File: src/rtl/mstat_pkg.sv
package mstat_pkg;

    localparam int WORD_W = 64;

    typedef logic [WORD_W-1:0] word_t;

    // Update operation selected by the decoder.
    typedef enum logic [2:0] {
        OP_IDLE,
        OP_LOAD,
        OP_AND,
        OP_OR,
        OP_ZERO
    } op_e;

    // Decoder result for one access cycle.
    typedef struct packed {
        op_e  op;
        logic rd_hit;
        logic unimp;
    } dec_t;

    // Port bit that holds MSB-first flag number n.
    function automatic int flag_pos(input int n);
        return WORD_W - 1 - n;
    endfunction

    // Mask with the first count flags (MSB-first) set.
    function automatic word_t flag_mask(input int count);
        word_t m;
        m = '0;
        for (int i = 0; i < count; i++) begin
            m[WORD_W-1-i] = 1'b1;
        end
        return m;
    endfunction

endpackage

File: src/rtl/mstat_decode.sv
module mstat_decode
    import mstat_pkg::*;
#(
    parameter int          OFF_W       = 16,
    parameter int unsigned BASE_OFF    = 32'h4020,
    parameter int          SIZE_W      = 4,
    parameter int          FULL_BYTES  = 8,
    parameter bit          CLEAR_ALIAS = 1'b0
) (
    input  logic              acc_valid,
    input  logic              acc_write,
    input  logic [SIZE_W-1:0] acc_size,
    input  logic [OFF_W-1:0]  acc_off,
    output dec_t              dec
);

    localparam logic [OFF_W-1:0]  BASE_V = OFF_W'(BASE_OFF);
    localparam logic [SIZE_W-1:0] FULL_V = SIZE_W'(FULL_BYTES);

    logic             full_acc;
    logic [OFF_W-1:0] rel;
    op_e              alias1_op;

    assign full_acc = (acc_size == FULL_V);
    assign rel      = acc_off - BASE_V;

    // The variant fixes what the first alias offset does.
    generate
        if (CLEAR_ALIAS) begin : g_clear_alias
            assign alias1_op = OP_ZERO;
        end else begin : g_and_alias
            assign alias1_op = OP_AND;
        end
    endgenerate

    always_comb begin
        dec.op     = OP_IDLE;
        dec.rd_hit = 1'b0;
        dec.unimp  = 1'b0;
        if (acc_valid && full_acc) begin
            if (acc_write) begin
                if (rel == OFF_W'(0)) begin
                    dec.op = OP_LOAD;
                end else if (rel == OFF_W'(1)) begin
                    dec.op = alias1_op;
                end else if (rel == OFF_W'(2)) begin
                    dec.op = OP_OR;
                end else begin
                    dec.unimp = 1'b1;
                end
            end else begin
                if (rel == OFF_W'(0)) begin
                    dec.rd_hit = 1'b1;
                end else begin
                    dec.unimp = 1'b1;
                end
            end
        end
    end

endmodule

File: src/rtl/mstat_merge.sv
module mstat_merge
    import mstat_pkg::*;
#(
    parameter int IMPL_BITS = 19,
    parameter int IRQ_FLAG  = 0,
    parameter int MSG_FLAG  = 3
) (
    input  word_t cur,
    input  op_e   op,
    input  word_t wdata,
    input  logic  raise_msg,
    output word_t nxt,
    output logic  upd
);

    localparam word_t KEEP    = flag_mask(IMPL_BITS);
    localparam word_t MSG_SET = (word_t'(1) << flag_pos(IRQ_FLAG))
                              | (word_t'(1) << flag_pos(MSG_FLAG));

    word_t bus_v;

    // Apply the bus operation first, then OR in the message bits, then mask.
    always_comb begin
        case (op)
            OP_LOAD: bus_v = wdata;
            OP_AND:  bus_v = cur & wdata;
            OP_OR:   bus_v = cur | wdata;
            OP_ZERO: bus_v = '0;
            default: bus_v = cur;
        endcase
        nxt = (raise_msg ? (bus_v | MSG_SET) : bus_v) & KEEP;
        upd = (op != OP_IDLE) || raise_msg;
    end

endmodule

File: src/rtl/mstat_store.sv
module mstat_store
    import mstat_pkg::*;
#(
    parameter int IRQ_FLAG = 0
) (
    input  logic  clk,
    input  logic  rst,
    input  logic  upd,
    input  word_t nxt,
    input  logic  rd_hit,
    input  logic  unimp_in,
    output word_t cur_q,
    output word_t rdata,
    output logic  irq,
    output logic  unimp_flag
);

    always_ff @(posedge clk) begin
        if (rst) begin
            cur_q      <= '0;
            unimp_flag <= 1'b0;
        end else begin
            if (upd) begin
                cur_q <= nxt;
            end
            unimp_flag <= unimp_in;
        end
    end

    assign rdata = rd_hit ? cur_q : '0;
    assign irq   = cur_q[flag_pos(IRQ_FLAG)];

endmodule

File: src/rtl/mstat_regblk.sv
module mstat_regblk
    import mstat_pkg::*;
#(
    parameter int          OFF_W       = 16,
    parameter int unsigned BASE_OFF    = 32'h4020,
    parameter int          SIZE_W      = 4,
    parameter int          FULL_BYTES  = 8,
    parameter int          IMPL_BITS   = 19,
    parameter int          IRQ_FLAG    = 0,
    parameter int          MSG_FLAG    = 3,
    parameter bit          CLEAR_ALIAS = 1'b0
) (
    input  logic              clk,
    input  logic              rst,
    input  logic              acc_valid,
    input  logic              acc_write,
    input  logic [SIZE_W-1:0] acc_size,
    input  logic [OFF_W-1:0]  acc_off,
    input  logic [63:0]       acc_wdata,
    input  logic              raise_msg,
    output logic [63:0]       acc_rdata,
    output logic              irq,
    output logic              unimp_flag
);

    dec_t  dec;
    word_t nxt;
    word_t cur_q;
    logic  upd;

    mstat_decode #(
        .OFF_W      (OFF_W),
        .BASE_OFF   (BASE_OFF),
        .SIZE_W     (SIZE_W),
        .FULL_BYTES (FULL_BYTES),
        .CLEAR_ALIAS(CLEAR_ALIAS)
    ) u_dec (
        .acc_valid(acc_valid),
        .acc_write(acc_write),
        .acc_size (acc_size),
        .acc_off  (acc_off),
        .dec      (dec)
    );

    mstat_merge #(
        .IMPL_BITS(IMPL_BITS),
        .IRQ_FLAG (IRQ_FLAG),
        .MSG_FLAG (MSG_FLAG)
    ) u_merge (
        .cur      (cur_q),
        .op       (dec.op),
        .wdata    (acc_wdata),
        .raise_msg(raise_msg),
        .nxt      (nxt),
        .upd      (upd)
    );

    mstat_store #(
        .IRQ_FLAG(IRQ_FLAG)
    ) u_store (
        .clk       (clk),
        .rst       (rst),
        .upd       (upd),
        .nxt       (nxt),
        .rd_hit    (dec.rd_hit),
        .unimp_in  (dec.unimp),
        .cur_q     (cur_q),
        .rdata     (acc_rdata),
        .irq       (irq),
        .unimp_flag(unimp_flag)
    );

endmodule

File: config.mk
export PLATFORM = sky130hd
export DESIGN_NAME = mstat_regblk
export DESIGN_NICKNAME = d
export VERILOG_FILES = /design/src/rtl/mstat_pkg.sv /design/src/rtl/mstat_decode.sv /design/src/rtl/mstat_merge.sv /design/src/rtl/mstat_store.sv /design/src/rtl/mstat_regblk.sv
export SDC_FILE = /design/constraint.sdc
export NUM_CORES = 1
export LEC_CHECK = 0
export BUFFER_PORTS_ARGS = -buffer_cell sky130_fd_sc_hd__buf_2
export CAP_MARGIN = 20
export CORE_AREA = 2 2 88 90
export CTS_CLUSTER_DIAMETER = 80
export DETAILED_ROUTE_END_ITERATION = 10
export DIE_AREA = 0 0 90 92
export PLACE_DENSITY = 0.93
export SETUP_SLACK_MARGIN = 0.4
export SYNTH_ARGS = -nofsm -noshare
export SYNTH_HDL_FRONTEND = slang
export SYNTH_HIERARCHICAL = 1
export SYNTH_SLANG_ARGS = --single-unit
File: constraint.sdc
create_clock -name clk -period 5.4 [get_ports clk]
set_input_delay 0.54 -clock clk [delete_from_list [all_inputs] [get_ports clk]]
set_output_delay 0.54 -clock clk [all_outputs]
set_load 0.005 [all_outputs]
Yosys cells after proc, flatten, opt, wreduce, memory -nomap -nowiden
Index checks and enable logic that the tools add are counted.
- flip-flop bits (word level): 20
- input port bits: 89
- word-level logic and storage cells: 36
- add/subtract/negate cells: 1
- equal/unequal tests: 7
- mux-type cells: 15
- bitwise gates (word level): 3
- reductions and logical operators: 7
- operator list (kind ; count):
    64-bit one-hot mux with 4 select lines ; 1
    64-bit two-way mux ; 2
    64-bit AND ; 1
    64-bit OR ; 1
    16-bit by 1-bit equality test with 1-bit output (second input constant) ; 1
    16-bit by 2-bit equality test with 1-bit output (second input constant) ; 1
    16-bit logical NOT ; 1
    16-bit by 15-bit subtractor with 16-bit output (second input constant) ; 1
    3-bit two-way mux ; 3
    1-bit two-way mux ; 7
    3-bit by 2-bit equality test with 1-bit output (second input constant) ; 2
    5-bit two-way mux ; 1
    5-bit nonzero test ; 1
    4-bit equality test (second input constant) ; 1
    3-bit by 1-bit equality test with 1-bit output (second input constant) ; 1
    3-bit equality test (second input constant) ; 1
    3-bit nonzero test ; 1
    2-bit two-way mux ; 1
    2-bit AND reduction ; 1
    2-bit OR reduction ; 1
    1-bit logical AND ; 1
    1-bit logical OR ; 1
    1-bit NOT ; 1

Longest topological paths before layout
- depth after elaboration: 10
- depth in mapped cells: 14
- depth with buffers taken out: 11

Modules after synthesis
Netlist, hierarchy kept.
- modules (own cells, without submodules) (module ; times used ; cells each ; area each (um2) ; seq. area each (um2)):
    mstat_store ; 1 ; 280 ; 2758.9 ; 1301.2
    mstat_merge ; 1 ; 138 ; 940.9 ; 0.0
    mstat_decode ; 1 ; 32 ; 241.5 ; 0.0

Worst setup path before layout
OpenSTA, ideal clock, no wires.
- kind: input to register
- start point: in acc_off[5]
- end point: reg u_store/cur_q[10] (netlist name)
- data arrival time: 2.785 ns
- data required time: 5.272 ns
- path slack: 2.487 ns
- cell stages on the path: 14
- path buffers: 4
- cells stage by stage: inv_1 > ha_1 > xor2_1 > nor4b_2 > nand2_1 > nor4_1 > or2_1 > buf_2 > buf_6 > or3_1 > buf_6 > buf_8 > mux2i_1 > nor2_1
- RTL lines (element ; line ; source):
    from (decl) ; mstat_regblk.sv:18 ; input logic [OFF_W-1:0] acc_off,

==> impl_results.md <==
* Worst hold stages at 2
* Vias per inst at 4.84
* Data required time of the worst path at 5.59 ns
* Hpwl dp at 5300 um
* Post-synth EDFFs at 0
* Slew headroom at 0.265
* Setup TNS at 0 ns
* Post-synth top area share at 0.330
* Slew Viols, Final at 0
* Gr ovfl total at 0
* Post-synth top flop: dfxtp_1
* CTS Buffer Depth at 2
* Post-CTS sizing at 0
* FILL cells at 671
* Mean Syn Cell Area at 8.76 um^2
* Routed len/inst at 12.1 um
* # IOs at 155
* Worst R2R Path Depth at 5
* Cts bufs inserted at 9
* Largest net degree at the start of global routing at 66
* Hold Buf Count CTS at 0
* CP Class: input pin to register
* Routed Wire Length at 7810 um
* Dpl ws at 1.23 ns
* Synth warnings at 6
* Synth async-reset ratio at 0
* Top-count cell post-synth: nor2_1
* Fmax at 263 MHz
* Setup crit end kind: register
* Final setup margin at 1.60 ns
* Die area at 8280 um^2
* Core area at 7450 um^2
* Fin. Hold Viols at 0
* Post-CTS Setup Repair Bufs at 0
* CTS root buffer: clkbuf_8
* Die height at 92 um
* Seq/Total Area, Yosys at 0.330
* Nets@finish at 631
* # DRC at 0
* Fin crit period at 3.80 ns
* 1st-pass router iterations at 4
* Share of cells above drive strength 1 at 0.264
* Overall power at 1.03 mW
* Gr usage total at 0.190
* PwrDens at 231 nW/um^2
* Via count at 3134
* Initial Utilization at 0.529
* Post-Syn Area at 3940 um^2
* Worst Skew at 0 ns
* Synth top area cells: dfxtp_1 (33%), mux2i_1 (16%), and2_1 (10%)
* Synth cell types at 35
* Status: finished, final reports clean
* Static Leak at 2.47 nW
* Minimum hold slack at 0.484 ns
* Setup violators final at 0
* Vias in the first global route at 3047
* FF+latch count, synth at 65
* CTS sink count at 65
* GP Congestion at 0.811
* Port Buffers at 109
* DRT iter0 DRCs at 78
* Max Cap Violations at 0
* Post-Syn Instances at 450
* FP Rows at 32
* RSZ-0062 raised after global routing: false
* Worst setup SP type: input pin
* Yosys top cell by area: dfxtp_1
* Top cells by count, synth: nor2_1 (69), dfxtp_1 (65), and2_1 (64), mux2i_1 (64), buf_4 (47)
* CTS tree: done
* First-pass GRT wire length at 13100 um
* Antenna fix cells at 0
* Worst vdd ir at 0.000129 V
* Slew at the pin with the worst max-slew slack at 1.10 ns
* Ratio of final minimum period to clock period at 0.704
* Worst Path Max Fanout at 64
* Width of the die at 90 um
* Worst-skew pair later-pin latency at 0.32 ns
* Final ANT Viol Nets at 0
* Initial antenna violation count at 0
* CTS H-tree depth at 3
* Worst hold path class: register to register
* Crit path DAT at 4.00 ns
* Area delta synth->final at 13.0%
* Clk slew on worst S/H paths at 0.07 ns
stage by stage:
step                cells  utilization  cell area (um^2)
floorplan             494            -              4110
global placement      631        0.569              4240
detailed placement    631        0.569              4240
CTS                   646        0.596              4440
global route          647        0.598              4460
finish                647        0.598              4460
placed cells by master (no fill, tap or decap), drive strengths merged:
cell type	n
a211oi	17
a21boi	17
a21o	2
a21oi	22
a31o	1
and2	64
buf	112
bufinv	1
clkbuf	12
clkinv	2
conb	46
dfxtp	65
ha	1
inv	20
maj3	1
mux2i	64
nand2	6
nand3	1
nand3b	2
nor2	69
nor2b	2
nor3	2
nor3b	1
nor4	2
nor4b	3
o21ai	3
o31a	1
or2	1
or3	1
or4	1
xor2	3
registers in the layout, indices dropped and copies added, names as in the netlist:
register and flops:
u_store/cur_q 64, u_store/unimp_flag 1
path summary, 6_finish.rpt:
path	slack, ns	end	startpoint
setup / recovery	1.60	u_store/cur_q[35]$_SDFFE_PP0P_	acc_off[5]
hold / removal	0.48	u_store/cur_q[0]$_SDFFE_PP0P_	u_store/cur_q[0]$_SDFFE_PP0P_
setup reg to reg	4.41	u_store/cur_q[63]$_SDFFE_PP0P_	u_store/cur_q[63]$_SDFFE_PP0P_
hold reg to reg	0.48	u_store/cur_q[0]$_SDFFE_PP0P_	u_store/cur_q[0]$_SDFFE_PP0P_
logic make-up (layout without fill, tap and decap cells):
| logic type | Yosys count | in the layout | share of synthesized area |
|---|---|---|---|
| buffers and inverters | 96 | 147 | 0.164 |
| other | 2 | 46 | 0.00191 |
| multiplexers | 64 | 64 | 0.163 |
| flip-flops | 65 | 65 | 0.330 |
| AND/OR/NAND/NOR | 155 | 155 | 0.211 |
| adder cells (fa/ha/maj) | 2 | 2 | 0.00571 |
| XOR/XNOR | 3 | 3 | 0.00667 |
| AO/OA/AOI/OAI | 63 | 63 | 0.117 |
critical path, stage by stage:
cell     delay (ns)
buf_2          0.11
inv_1          0.05
ha_1           0.23
xor2_1         0.18
nor4b_2        0.25
nand2_1        0.17
nor4_1         0.57
or2_1          0.54
or3_4          0.97
mux2i_1        0.31
nor2_1         0.06
cell type report:
cell class / count / area, um^2 / area share
Timing Repair Buffer: 112 / 581 / 0.130
Tap cell: 102 / 128 / 0.0286
Multi-Input combinational cell: 333 / 2180 / 0.488
Sequential cell: 65 / 1300 / 0.292
Inverter: 20 / 75.1 / 0.0168
Clock inverter: 3 / 40.0 / 0.00899
Clock buffer: 12 / 155 / 0.0348
power by group:
part           total (mW)  switching, mW  internal (mW)
Sequential          0.513         0.0104          0.502
Clock               0.406          0.171          0.235
Combinational       0.109         0.0591         0.0497
per-layer routing:
| layer | up-vias | global-route usage | share of wire |
|---|---|---|---|
| met4 | 0 | 0.110 | 0.027 |
| li1 | 1571 | - | - |
| met2 | 98 | 0.342 | 0.50 |
| met1 | 1442 | 0.208 | 0.42 |
| met3 | 23 | 0.0394 | 0.049 |
| met5 | - | 0 | 0 |
Note: power is estimated with default switching activity, not from simulation.
